**config.mk**
```make
export PLATFORM = sky130hd
export DESIGN_NAME = bb_word_byte_bridge
export DESIGN_NICKNAME = d
export VERILOG_FILES = /design/src/rtl/bb_pkg.sv /design/src/rtl/bb_region_decode.sv /design/src/rtl/bb_byte_seq.sv /design/src/rtl/bb_word_latch.sv /design/src/rtl/bb_word_byte_bridge.sv
export SDC_FILE = /design/constraint.sdc
export NUM_CORES = 1
export LEC_CHECK = 0
export BUFFER_PORTS_ARGS = -buffer_cell sky130_fd_sc_hd__buf_2
export CORE_ASPECT_RATIO = 1.5
export CORE_MARGIN = 5
export CORE_UTILIZATION = 40
export CTS_CLUSTER_SIZE = 20
export DETAILED_ROUTE_END_ITERATION = 12
export HOLD_SLACK_MARGIN = 0.02
export PLACE_DENSITY = 0.7
export SKIP_CTS_REPAIR_TIMING = 1
export SKIP_LAST_GASP = 1
export SLEW_MARGIN = 20
export SYNTH_ARGS = -nofsm -noshare
export SYNTH_HDL_FRONTEND = slang
export SYNTH_HIERARCHICAL = 1
export SYNTH_SLANG_ARGS = --single-unit
```
**constraint.sdc**
```tcl
create_clock -name clk -period 3 [get_ports clk]
set_input_delay 0.6 -clock clk [delete_from_list [all_inputs] [get_ports clk]]
set_output_delay 0.6 -clock clk [all_outputs]
set_load 0.01 [all_outputs]
```
**src/rtl/bb_pkg.sv**
```systemverilog
// Shared types for the word-to-byte bridge.
// Assumes: nothing beyond IEEE 1800-2017.
package bb_pkg;

    typedef enum logic [1:0] {
        SEQ_IDLE = 2'd0,
        SEQ_HI   = 2'd1,
        SEQ_LO   = 2'd2,
        SEQ_DONE = 2'd3
    } seq_e;

    typedef struct packed {
        logic narrow;
        logic rom;
        logic pad;
    } region_t;

endpackage

```
**src/rtl/bb_region_decode.sv**
```systemverilog
// Address region decoder.
// Maps a processor word address onto ROM, scratchpad or the 8-bit window.
// Assumes: the windows do not overlap; all bounds are byte addresses.
module bb_region_decode
    import bb_pkg::*;
#(
    parameter int          AW        = 16,
    parameter int unsigned ROM_LAST  = 32'h0000_1FFF,
    parameter int unsigned PAD_BASE  = 32'h0000_E000,
    parameter int unsigned PAD_BYTES = 256,
    parameter int unsigned NB_BASE   = 32'h0000_8000,
    parameter int unsigned NB_LAST   = 32'h0000_9FFF
) (
    input  logic [AW-2:0] waddr,
    output region_t       region
);

    localparam int unsigned PAD_LAST = PAD_BASE + PAD_BYTES - 1;

    logic [31:0] byte_addr;

    // Widen the word address to a byte address for range compares.
    always_comb begin
        byte_addr = 32'({waddr, 1'b0});
    end

    // Classify the byte address into one region.
    always_comb begin
        region.rom    = (byte_addr <= ROM_LAST);
        region.pad    = (byte_addr >= PAD_BASE) && (byte_addr <= PAD_LAST);
        region.narrow = (byte_addr >= NB_BASE) && (byte_addr <= NB_LAST);
    end

endmodule

```
**src/rtl/bb_byte_seq.sv**
```systemverilog
// Byte-cycle sequencer.
// Walks idle -> upper byte -> lower byte -> done.
// Each byte phase lasts WAIT_CYC+1 cycles.
// Assumes: start is only sampled in idle.
module bb_byte_seq
    import bb_pkg::*;
#(
    parameter int WAIT_CYC = 2
) (
    input  logic clk,
    input  logic rst_n,
    input  logic start,
    output seq_e state,
    output logic last
);

    localparam int CW = (WAIT_CYC > 0) ? $clog2(WAIT_CYC + 1) : 1;

    logic [CW-1:0] cnt_q;

    // Last cycle of the current byte phase.
    always_comb begin
        last = (cnt_q == CW'(WAIT_CYC));
    end

    // Phase state and wait counter.
    always_ff @(posedge clk) begin
        if (!rst_n) begin
            state <= SEQ_IDLE;
            cnt_q <= '0;
        end else begin
            unique case (state)
                SEQ_IDLE: begin
                    cnt_q <= '0;
                    if (start) state <= SEQ_HI;
                end
                SEQ_HI: begin
                    if (last) begin
                        state <= SEQ_LO;
                        cnt_q <= '0;
                    end else begin
                        cnt_q <= cnt_q + 1'b1;
                    end
                end
                SEQ_LO: begin
                    if (last) begin
                        state <= SEQ_DONE;
                        cnt_q <= '0;
                    end else begin
                        cnt_q <= cnt_q + 1'b1;
                    end
                end
                default: state <= SEQ_IDLE;
            endcase
        end
    end

endmodule

```
**src/rtl/bb_word_latch.sv**
```systemverilog
// Request capture and read-byte assembly.
// Holds the accepted request for the whole split access.
// Keeps the even byte until the odd byte arrives.
// Assumes: start and capture strobes come from the sequencer.
module bb_word_latch #(
    parameter int AW = 16,
    parameter int DW = 16
) (
    input  logic            clk,
    input  logic            rst_n,
    input  logic            start,
    input  logic            cpu_we,
    input  logic [AW-2:0]   cpu_waddr,
    input  logic [DW-1:0]   cpu_wdata,
    input  logic            cap_hi,
    input  logic            cap_lo,
    input  logic [DW/2-1:0] nb_rdata,
    output logic            we_q,
    output logic [AW-2:0]   waddr_q,
    output logic [DW-1:0]   wdata_q,
    output logic [DW/2-1:0] hi_q,
    output logic [DW/2-1:0] lo_q
);

    // Capture the request when a split access begins.
    always_ff @(posedge clk) begin
        if (!rst_n) begin
            we_q    <= 1'b0;
            waddr_q <= '0;
            wdata_q <= '0;
        end else if (start) begin
            we_q    <= cpu_we;
            waddr_q <= cpu_waddr;
            wdata_q <= cpu_wdata;
        end
    end

    // Store each returned byte at the end of its byte cycle.
    always_ff @(posedge clk) begin
        if (!rst_n) begin
            hi_q <= '0;
            lo_q <= '0;
        end else begin
            if (cap_hi) hi_q <= nb_rdata;
            if (cap_lo) lo_q <= nb_rdata;
        end
    end

endmodule

```
**src/rtl/bb_word_byte_bridge.sv**
```systemverilog
// Word-to-byte bus bridge, top level.
// ROM and scratchpad accesses pass through as one word in the same cycle.
// 8-bit window accesses become two byte cycles with a generated byte-select bit.
// Assumes: cpu_req and its address, direction and data are held until cpu_rdy;
// the request drops for a cycle between accesses.
module bb_word_byte_bridge
    import bb_pkg::*;
#(
    parameter int          AW        = 16,
    parameter int          DW        = 16,
    parameter int          WAIT_CYC  = 2,
    parameter int unsigned ROM_LAST  = 32'h0000_1FFF,
    parameter int unsigned PAD_BASE  = 32'h0000_E000,
    parameter int unsigned PAD_BYTES = 256,
    parameter int unsigned NB_BASE   = 32'h0000_8000,
    parameter int unsigned NB_LAST   = 32'h0000_9FFF
) (
    input  logic            clk,
    input  logic            rst_n,
    input  logic            cpu_req,
    input  logic            cpu_we,
    input  logic [AW-2:0]   cpu_waddr,
    input  logic [DW-1:0]   cpu_wdata,
    output logic [DW-1:0]   cpu_rdata,
    output logic            cpu_rdy,
    output logic            rom_cs,
    output logic            pad_cs,
    output logic            wide_we,
    output logic [AW-2:0]   wide_addr,
    output logic [DW-1:0]   wide_wdata,
    input  logic [DW-1:0]   wide_rdata,
    output logic [AW-1:0]   nb_addr,
    output logic            nb_rd,
    output logic            nb_wr,
    output logic [DW/2-1:0] nb_wdata,
    input  logic [DW/2-1:0] nb_rdata
);

    localparam int BW = DW / 2;

    region_t       region;
    seq_e          state;
    logic          last;
    logic          idle;
    logic          busy;
    logic          start;
    logic          we_q;
    logic [AW-2:0] waddr_q;
    logic [DW-1:0] wdata_q;
    logic [BW-1:0] hi_q;
    logic [BW-1:0] lo_q;

    bb_region_decode #(
        .AW(AW), .ROM_LAST(ROM_LAST), .PAD_BASE(PAD_BASE),
        .PAD_BYTES(PAD_BYTES), .NB_BASE(NB_BASE), .NB_LAST(NB_LAST)
    ) u_dec (
        .waddr  (cpu_waddr),
        .region (region)
    );

    bb_byte_seq #(.WAIT_CYC(WAIT_CYC)) u_seq (
        .clk   (clk),
        .rst_n (rst_n),
        .start (start),
        .state (state),
        .last  (last)
    );

    bb_word_latch #(.AW(AW), .DW(DW)) u_lat (
        .clk       (clk),
        .rst_n     (rst_n),
        .start     (start),
        .cpu_we    (cpu_we),
        .cpu_waddr (cpu_waddr),
        .cpu_wdata (cpu_wdata),
        .cap_hi    ((state == SEQ_HI) && last),
        .cap_lo    ((state == SEQ_LO) && last),
        .nb_rdata  (nb_rdata),
        .we_q      (we_q),
        .waddr_q   (waddr_q),
        .wdata_q   (wdata_q),
        .hi_q      (hi_q),
        .lo_q      (lo_q)
    );

    // Sequencer phase flags and split-access start.
    always_comb begin
        idle  = (state == SEQ_IDLE);
        busy  = (state == SEQ_HI) || (state == SEQ_LO);
        start = idle && cpu_req && region.narrow;
    end

    // Word-wide pass-through for ROM and scratchpad.
    always_comb begin
        rom_cs     = idle && cpu_req && region.rom;
        pad_cs     = idle && cpu_req && region.pad;
        wide_we    = cpu_we && (rom_cs || pad_cs);
        wide_addr  = cpu_waddr;
        wide_wdata = cpu_wdata;
    end

    // Narrow bus: generated select bit, byte steering and strobes.
    always_comb begin
        nb_addr  = {waddr_q, (state == SEQ_LO)};
        nb_wdata = (state == SEQ_LO) ? wdata_q[BW-1:0] : wdata_q[DW-1:BW];
        nb_rd    = busy && !we_q;
        nb_wr    = busy && we_q && last;
    end

    // Completion flag and returned word.
    always_comb begin
        cpu_rdy   = (idle && cpu_req && !region.narrow) || (state == SEQ_DONE);
        cpu_rdata = '0;
        if (state == SEQ_DONE) begin
            cpu_rdata = {hi_q, lo_q};
        end else if (rom_cs || pad_cs) begin
            cpu_rdata = wide_rdata;
        end
    end

endmodule

```
==> results <==
- The critical path in this run is classified as in -> out.
- Entering global routing, the biggest net connects 55 pins.
- The clock passes through at most 2 buffers.
- The slew at the pin with the worst max-slew slack is 0.756 ns.
- The tightest min-delay check is of the reg -> reg type.
- Once layout is complete, the utilization of the core stands at 0.487.
- Leaving out fill and tap cells, the most frequent cells in the layout are buf_2, dfxtp_1, nor2b_1, mux2i_1, nand2_1.
- The average detailed-routed wire length per instance is 12.9 µm.
- The relative contribution of combinational cells to total power is 0.235.
- Setup repair after global routing left no endpoint under its margin.
- For this design the total switching power over the nets is 454 µW.
- The number of buffers created by CTS is 5.
- The total area inside the core boundary comes to 7180 µm².
- The worst pin sits at a relative slew slack of 0.496.
- Counting buffers and inverters, the worst setup path is 6 cells deep.
- The number of levels in the clock H-tree is 2.
- The net total in the final layout is 462.
- The share of total power dissipated in sequential elements is 0.463.
- The total overflow left after global routing is 0.
- For the worst flop-to-flop path, the logic depth is 5.
- Across the run, the number of max-cap violations was 0.
- The run finished with clean final reports.
- Buffers placed on the I/O ports in this run total 135.
- VDD sags by at most 0.226 mV.
- Walking the worst path, the cells encountered are buf_2 -> or4_1 -> nor2_1 -> o211ai_4 -> o21ai_0 -> buf_2.
- The net count of the mapped netlist is 364.
- In this run the remaining antenna-violating nets after routing total 0.
- The fraction of registers with async set or reset after synthesis is 0.
- The via count of the first global-routing pass is 2219.
- The maximum fanout count along the critical path is 17.
- The post-route standard cell area excluding fillers is 3500 µm².
- The critical path contains buffers and inverters numbering 2 combined.
- The sequential cell area is 1040 µm².
- The detailed-router iteration count before antenna repair is 4.
- The power density of the placed cells is 460 nW/µm².
- The share of total power in the clock network is 0.302.
- The number of top-level pins is 136.
- The hold path depth is 2.
- A synthesized cell averages 9.86 µm².
- The full die area is 9170 µm².
- The design internal power is 1.16 mW.
- The netlist uses 30 different library cells.
- The placed instances occupy a cell area of 3390 µm².
- The count of flip-flops with a built-in enable after synthesis is 0.
- The final RePlAce weighted congestion is 0.721.
- The first-pass GRT wire length is 10300 µm.
- The first routing iteration left 93 violations.
- Derived from the worst setup path, the maximum achievable clock frequency is 366 MHz.
- Data on the critical path arrives at its endpoint at 2.13 ns.
- The floorplan has 38 rows.
- The area of the multi-input gates is 1490 µm².
- The layout overhead on the synthesized area is 19.5%.
- In the synthesized netlist the dominant register cell turns out to be dfxtp_1.
- The number of max-slew violations in the final report is 0.
- The synthesized netlist occupies a cell area of 2930 µm².
- The routed via count divided by cell count is 4.46.
- The library cell used most frequently in the layout, excluding fill and tap cells, is buf_2.
- Dividing the final minimum period by the clock period gives 0.911.
- Clock latency on the worst-skew pair, taken at its later pin, is 0.30 ns.
- Clock-pin slew was measured on the worst setup and hold paths at 0.09 ns.
- The effective utilization at floorplan is 0.408.
- Of the total power, the share spent switching nets is 0.282.
- The share of layout cells above drive strength 1 is 0.422.
- For this run, the total global-route usage over all layers was measured as 0.141.
- The static leakage is 1.52 nW.
- The final HPWL from detailed placement is 4840 µm.
- Counting I/O delays and the setup requirement, the final critical path takes 2.73 ns.
- The worst-path cell with the longest stage delay is or4_1.
- The share of the yosys chip area belonging to registers is 0.356.
- The detailed-route DRC error count is 0.
- Hold timing on the final database bottoms out at a slack of 0.516 ns.
- CTS placed an instance of clkbuf_8 at the clock tree root.
- The clock skew after layout is 0.0101 ns.
- The initial antenna violation count came to 0.
- The total power is 1.61 mW.
- The largest single stage delay on the critical path is 0.52 ns.
- Counting every instance in the synthesized netlist gives 297.
- Among the stages of the critical path, the cell type that occurs most often is buf_2.
- The final hold violation count is 0.
- From left edge to right edge, the die measures 79.9 µm.
- STA classifies the critical path startpoint as an input port.
- The critical path capture point type is an output port.
- The die outline height is 115 µm.
- The layout filler cell count is 720.
- Summing over every cut layer, the via total after detailed routing is 2210.
- The data required time of the critical path is 2.40 ns.
- The clock net sink count is 52.
- The setup TNS is 0 ns.
- The final setup violation count is 0.
- The clock tree from TritonCTS is yes.
- The number of synthesized register bits is 52.
- The total routed wirelength is 6400 µm.
- The cell family contributing the most delay on the critical path is simple AND/OR/NAND/NOR gates.
- The number of antenna diodes in the final layout is 0.
- Yosys printed 6 warnings.
==> path summary, 6_finish.rpt <==
kind	start	to	slack, ns
max	cpu_waddr[7]	cpu_rdata[12]	0.27
min	u_lat/waddr_q[0]	u_lat/waddr_q[0]	0.52
max reg2reg	u_seq/state[0]	u_lat/lo_q[1]	1.02
min reg2reg	u_lat/waddr_q[0]	u_lat/waddr_q[0]	0.52
==> through the flow <==
| step | setup slack, ns | instances |
|---|---|---|
| after detailed placement | 0.252 | 488 |
| final | 0.267 | 496 |
| after floorplan | 0.643 | 297 |
| after CTS | 0.252 | 496 |
| after global routing | 0.126 | 496 |
| after global placement | 0.309 | 488 |
==> kinds of logic (layout without fill, tap and decap cells) <==
logic type                 Yosys count  after routing  share of synthesized area
AOI/OAI and AO/OA                   22             22                     0.0637
adders and majority gates            8              8                     0.0342
buffers and inverters               54            153                      0.138
DFF                                 52             52                      0.356
muxes                               58             58                      0.202
and+or+nand+nor                    103            103                      0.207
==> power by group through the flow <==
stage	logic [mW]	clock network, mW	registers, mW
final	0.378	0.486	0.745
after detailed placement	0.383	0	0.761
after global routing	0.421	0.531	0.751
after global placement	0.374	0	0.759
after CTS	0.385	0.501	0.745
after floorplan	0.283	0	0.758
==> sequential cells by signal, indices dropped and copies added (netlist names) <==
register / cells
u_lat/waddr_q: 15
u_seq/state: 2
u_lat/hi_q: 8
u_lat/we_q: 1
u_lat/wdata_q: 16
u_lat/lo_q: 8
u_seq/cnt_q: 2
==> area by class of cell <==
class	instances	share of cell area
sequential	52	0.297
timing repair buffer	138	0.203
multi-input combinational	191	0.424
clock buffer	6	0.0207
tap	100	0.0358
inverter	7	0.00751
clock inverter	2	0.0111
==> worst min-delay path: stages (launching register included) <==
cell and delay (ns):
dfxtp_1 0.33, mux2i_1 0.06, nor2b_1 0.09
==> routing by layer <==
metal | global-route usage | vias up | wire length (µm)
met5 | 0 | - | 0
met4 | 0.0507 | 0 | 110
met3 | 0.0290 | 8 | 396
met2 | 0.250 | 69 | 3210
met1 | 0.166 | 988 | 2690
li1 | - | 1145 | -
==> cells in the mapped netlist, drive strengths merged, types with 2 or more instances <==
library cell / n / area share
o211ai: 2 / 0.0098
mux2: 8 / 0.031
nand2: 20 / 0.026
and2: 2 / 0.0043
a21oi: 2 / 0.0034
o21ai: 16 / 0.039
and3: 4 / 0.0085
dfxtp: 52 / 0.36
nand2b: 16 / 0.034
clkbuf: 3 / 0.0038
mux2i: 50 / 0.17
ha: 8 / 0.034
inv: 7 / 0.0090
buf: 44 / 0.12
nor2b: 52 / 0.11
nor2: 3 / 0.0038
Note: power is estimated with default switching activity, not from simulation.
